## config.mk

```make
export PLATFORM = sky130hd
export DESIGN_NAME = pktnum_queue_port
export DESIGN_NICKNAME = d
export VERILOG_FILES = /design/src/rtl/pnq_pkg.sv /design/src/rtl/pn_fifo.sv /design/src/rtl/pktnum_queue_port.sv
export SDC_FILE = /design/constraint.sdc
export NUM_CORES = 1
export LEC_CHECK = 0
export CAP_MARGIN = 20
export CORE_ASPECT_RATIO = 0.6
export CORE_MARGIN = 4
export CORE_UTILIZATION = 40
export CTS_CLUSTER_DIAMETER = 80
export CTS_CLUSTER_SIZE = 30
export DETAILED_ROUTE_END_ITERATION = 6
export PLACE_DENSITY = 0.67
export SYNTH_ARGS = -nofsm -noshare
export SYNTH_HDL_FRONTEND = slang
export SYNTH_HIERARCHICAL = 1
export SYNTH_SLANG_ARGS = --single-unit
```

## constraint.sdc

```tcl
create_clock -name clk -period 7.4 [get_ports clk]
set_input_delay 0.74 -clock clk [delete_from_list [all_inputs] [get_ports clk]]
set_output_delay 0.74 -clock clk [all_outputs]
set_load 0.02 [all_outputs]
```

## src/rtl/pnq_pkg.sv

```systemverilog
package pnq_pkg;
  localparam int PN_W     = 6;
  localparam int BYTE_W   = 8;
  localparam int FLAG_BIT = 7;
  localparam int NQ       = 2;
  localparam int Q_RX     = 1;
  localparam int Q_TX     = 0;

  // One status byte: empty flag on top, spare bit zero, head number below.
  function automatic logic [BYTE_W-1:0] pack_status(input logic empty,
                                                    input logic [PN_W-1:0] pn);
    logic [BYTE_W-1:0] b;
    b = '0;
    b[FLAG_BIT] = empty;
    b[PN_W-1:0] = empty ? '0 : pn;
    return b;
  endfunction
endpackage

```

## src/rtl/pn_fifo.sv

```systemverilog
module pn_fifo #(
  parameter int DEPTH = 16,
  parameter int W     = 6
) (
  input  logic         clk,
  input  logic         rst,
  input  logic         push,
  input  logic [W-1:0] push_pn,
  input  logic         pop,
  output logic [W-1:0] head_q,
  output logic         empty_q,
  output logic         busy_q,
  output logic         ovf_q
);
  localparam int AW = $clog2(DEPTH);

  logic [W-1:0] mem [DEPTH];
  logic [AW-1:0] wr_ptr, rd_ptr;
  logic [AW:0]   count;
  logic          do_pop, do_push;

  assign do_pop  = pop && (count != '0);
  assign do_push = push && ((count != (AW+1)'(DEPTH)) || do_pop);

  // Storage kept free of reset so a block RAM can hold it.
  always_ff @(posedge clk) begin
    if (do_push) mem[wr_ptr] <= push_pn;
  end

  // Registered read of the head.
  always_ff @(posedge clk) begin
    head_q <= mem[rd_ptr];
  end

  always_ff @(posedge clk) begin
    if (rst) begin
      wr_ptr  <= '0;
      rd_ptr  <= '0;
      count   <= '0;
      ovf_q   <= 1'b0;
      empty_q <= 1'b1;
      busy_q  <= 1'b0;
    end else begin
      if (do_push) wr_ptr <= wr_ptr + 1'b1;
      if (do_pop)  rd_ptr <= rd_ptr + 1'b1;
      case ({do_push, do_pop})
        2'b10:   count <= count + 1'b1;
        2'b01:   count <= count - 1'b1;
        default: count <= count;
      endcase
      if (push && !do_push) ovf_q <= 1'b1;
      empty_q <= (count == '0);
      busy_q  <= (count != '0);
    end
  end
endmodule

```

## src/rtl/pktnum_queue_port.sv

```systemverilog
module pktnum_queue_port #(
  parameter int DEPTH = 16
) (
  input  logic        clk,
  input  logic        rst,
  input  logic        rx_push,
  input  logic [5:0]  rx_push_pn,
  input  logic        rx_remove,
  input  logic        tx_push,
  input  logic [5:0]  tx_push_pn,
  input  logic        tx_ack,
  output logic [15:0] fifo_port,
  output logic        rx_int,
  output logic        tx_int,
  output logic        rx_ovf,
  output logic        tx_ovf
);
  import pnq_pkg::*;

  logic [NQ-1:0]           q_push, q_pop, q_empty, q_busy, q_ovf;
  logic [PN_W-1:0]         q_pn   [NQ];
  logic [PN_W-1:0]         q_head [NQ];
  logic [NQ*BYTE_W-1:0]    word;

  assign q_push[Q_RX] = rx_push;
  assign q_pn[Q_RX]   = rx_push_pn;
  assign q_pop[Q_RX]  = rx_remove;
  assign q_push[Q_TX] = tx_push;
  assign q_pn[Q_TX]   = tx_push_pn;
  assign q_pop[Q_TX]  = tx_ack;

  for (genvar g = 0; g < NQ; g++) begin : g_q
    pn_fifo #(.DEPTH(DEPTH), .W(PN_W)) u_fifo (
      .clk     (clk),
      .rst     (rst),
      .push    (q_push[g]),
      .push_pn (q_pn[g]),
      .pop     (q_pop[g]),
      .head_q  (q_head[g]),
      .empty_q (q_empty[g]),
      .busy_q  (q_busy[g]),
      .ovf_q   (q_ovf[g])
    );
    assign word[g*BYTE_W +: BYTE_W] = pack_status(q_empty[g], q_head[g]);
  end

  assign fifo_port = word;
  assign rx_int    = q_busy[Q_RX];
  assign tx_int    = q_busy[Q_TX];
  assign rx_ovf    = q_ovf[Q_RX];
  assign tx_ovf    = q_ovf[Q_TX];
endmodule

```

==> metrics.md <==
| Metric | Value |
|---|---|
| DRT iter0 DRCs | `599` |
| Gr ovfl total | `0` |
| WL final | `roughly 19,000 um` |
| CTS Hold Buffers Added | `0` |
| Critical path class | `reg2reg` |
| Critical Path End Type | `register` |
| Post-cts resize count | `0` |
| H-tree levels | `1` |
| DRC viols | `0` |
| Root Buffer | `clkbuf_16` |
| Yosys reg bits | `236` |
| Via count | `5,084` |
| IO Count | `38` |
| Power, Total | `0.00317 W` |
| DIE AREA | `about 0.027 mm^2` |
| Initial antenna violation count | `0` |
| Final Setup Violations | `0` |
| Inst Count DP | `899` |
| Slowest stage cell, crit path | `or4_1` |
| Core area | `0.0233 mm^2` |
| Wirelength per Cell | `about 20 um` |
| Synth Flop Type | `edfxtp_1` |
| Clk sinks | `236` |
| Layout area overhead | `10.2%` |
| Diode count | `0` |
| Final Cycle Share | `40.5%` |
| Initial core utilization | `41.1%` |
| Slew @ Worst Pin | `1.07 ns` |
| # rows | `43` |
| CTS Buffer Depth | `3` |
| Total CTS buffers | `11` |
| Nets | `633` |
| Seq/Total Area, Yosys | `a little over two thirds` |
| Post-synth EDFFs | `192` |
| Leak | `3.38 nW` |
| WP data required | `7.79 ns` |
| Synth cell types | `47` |
| Finished Cell Area | `0.0106 mm^2` |
| GRT Util Overall | `14.1%` |
| Ys async rst share | `0%` |
| PortBufs | `35` |
| CP arrival | `3.39 ns` |
| Buf/Inv on CP | `1` |
| Routability congestion estimate | `0.830` |
| Period minus WS final | `3.00 ns` |
| Fin. Hold Viols | `0` |
| Detailed Routing Iterations Pass 1 | `5` |
| Layout cell share with drive strength beyond 1 | `13.1%` |
| Status | `complete, no violations` |
| Hpwl dp | `13,000 um` |
| Layout Cells excl Fill | `916` |
| Yosys warns | `6` |
| Gate Count Post-Synth | `between 500 and 600` |
| Max-cap violations | `0` |
| CP Cell Sequence | `or4_1, o21ai_4, inv_2, fa_1, a21o_1, a2111oi_0, o21ai_0, a31oi_1` |
| Setup_tns | `0 ns` |
| Post-DRT Antenna Nets | `0` |
| Vias in the first global route | `4,911` |
| CP peak stage delay | `about 0.77 ns` |
| Hold crit path type | `reg2reg` |
| Max Slew Vio Count | `0` |
| Area share of the largest cell type after synthesis | `60.1%` |
| Crit start category | `register` |
| Vert. Die Dim | `around 130 um` |
| Setup repair bufs after CTS | `0` |
| First-pass GRT wire length | `29,300 um` |
| Largest net degree at the start of global routing | `32` |
| Synth area leaders | `edfxtp_1 (60%), mux4_2 (11%), dfxtp_1 (9.2%), ha_1 (2.1%), a22oi_1 (1.9%)` |
| Vias per inst | `approximately 5.6` |
| RSZ-0062 raised after global routing | `false` |
| Cell Area, Synth | `approximately 0.0096 mm^2` |
| Worst slew margin | `28.3%` |
| Syn Area/Cell | `16.8 um^2` |
| CTS tree | `built` |
| CP delay by family, top | `compound AO/OA/AOI/OAI gates` |
| Post-DP Area | `~0.010 mm^2` |
| Largest fanout on the critical path | `9` |
| DIE WIDTH | `208 um` |
| Clk Latency, worst-skew pair | `0.47 ns` |
| Clk_skew | `0.0185 ns` |
| Peak VDD IR | `0.136 mV` |
| Clock-pin slew on the worst setup and hold paths | `0.12 ns` |
| Cell Pwr Density | `300 mW/mm^2` |
| Peak Freq | `around 0.33 GHz` |
| Area leader, netlist | `edfxtp_1` |
registers in the layout, summed over array words and instances, names as in the netlist:
name / cells
g_q.u_fifo/mem: 192
g_q.u_fifo/head_q: 12
g_q.u_fifo/count: 10
g_q.u_fifo/rd_ptr: 8
g_q.u_fifo/wr_ptr: 8
g_q.u_fifo/busy_q: 2
g_q.u_fifo/empty_q: 2
g_q.u_fifo/ovf_q: 2
placed cells by master (no fill, tap or decap), types with 4 or more instances in the layout:
master,Yosys,layout
edfxtp_1,192,192
mux4_2,48,48
nor2_1,48,48
dfxtp_1,44,44
clkdlybuf4s50_1,0,35
a22oi_1,24,24
nand2_1,20,20
nor2b_1,16,16
nor3_1,16,16
ha_1,16,16
a21oi_1,14,14
xor2_1,12,12
clkbuf_16,0,11
inv_1,8,8
nand2b_1,8,8
and2b_1,6,6
mux2i_1,6,6
o211ai_1,6,6
nand3_1,6,6
clkbuf_1,12,5
o21a_1,4,4
o21ai_0,4,4
and3_1,4,4
buf_4,2,4
cell usage after synthesis (4+ instances only):
master,n
a21oi_1,14
a22oi_1,24
and2b_1,6
and3_1,4
buf_2,6
clkbuf_1,12
dfxtp_1,44
edfxtp_1,192
ha_1,16
inv_1,8
mux2i_1,6
mux4_2,48
nand2_1,20
nand2b_1,8
nand3_1,6
nor2_1,48
nor2b_1,16
nor3_1,16
o211ai_1,6
o21a_1,4
o21ai_0,4
xor2_1,12
worst paths after layout:
| check | from | to | slack [ns] | cells past startpoint |
|---|---|---|---|---|
| hold reg to reg | g_q[0].u_fifo/ovf_q | g_q[0].u_fifo/ovf_q | 0.48 | 2 |
| setup / recovery | g_q[0].u_fifo/count[0] | g_q[0].u_fifo/count[4] | 4.40 | 8 |
| setup reg to reg | g_q[0].u_fifo/count[0] | g_q[0].u_fifo/count[4] | 4.40 | 8 |
| hold / removal | g_q[0].u_fifo/ovf_q | g_q[0].u_fifo/ovf_q | 0.48 | 2 |
power by group:
group	internal, W	switching, W	leakage, nW
clock	0.000316	0.000373	0.156
sequential	0.00153	0.0000704	2.10
combinational	0.000400	0.000483	1.13
kinds of logic (layout without fill, tap and decap cells):
kind of cell               count (synthesis)  after routing  synth area share [%]
DFF                                      236            236                  69.3
muxes                                     56             56                  12.1
xor gates and xnor gates                  14             14                  1.28
other                                      1              2                0.0391
AOI/OAI and AO/OA                         74             74                  5.77
adders and majority gates                 18             18                  2.51
and+or+nand+nor                          134            134                  7.07
buffers and inverters                     36             67                  1.85
per-stage QoR:
step	utilization [%]	hold slack [ns]	setup WS, ns
floorplan	-	0.478	4.67
global placement	43.8	0.447	4.11
detailed placement	43.8	0.459	4.12
CTS	45.2	0.487	4.44
global route	45.2	0.510	4.20
finish	45.2	0.480	4.40
layer usage:
layer  global-route usage, %  vias to the layer above  wire length [um]
met5                       0                        -                 0
met4                    2.05                        0               229
met3                    2.54                       17              1550
met2                    19.0                      205              7510
met1                    23.9                     2604              9470
li1                        -                     2258                 -
worst reg2reg max path: stages (launching register included):
cell       delay (ns)
dfxtp_1          0.41
or4_1            0.77
o21ai_4          0.25
inv_2            0.12
fa_1             0.45
a21o_1           0.19
a2111oi_0        0.40
o21ai_0          0.17
a31oi_1          0.17
final cells by class:
class / count / area, um^2
fill: 2013 / 12800
tap: 315 / 394
timing repair buffer: 40 / 395
clock inverter: 1 / 30.0
clock buffer: 16 / 294
inverter: 10 / 37.5
sequential: 236 / 6650
multi-input combinational: 298 / 2770
Power figures use the tool's default switching activity.
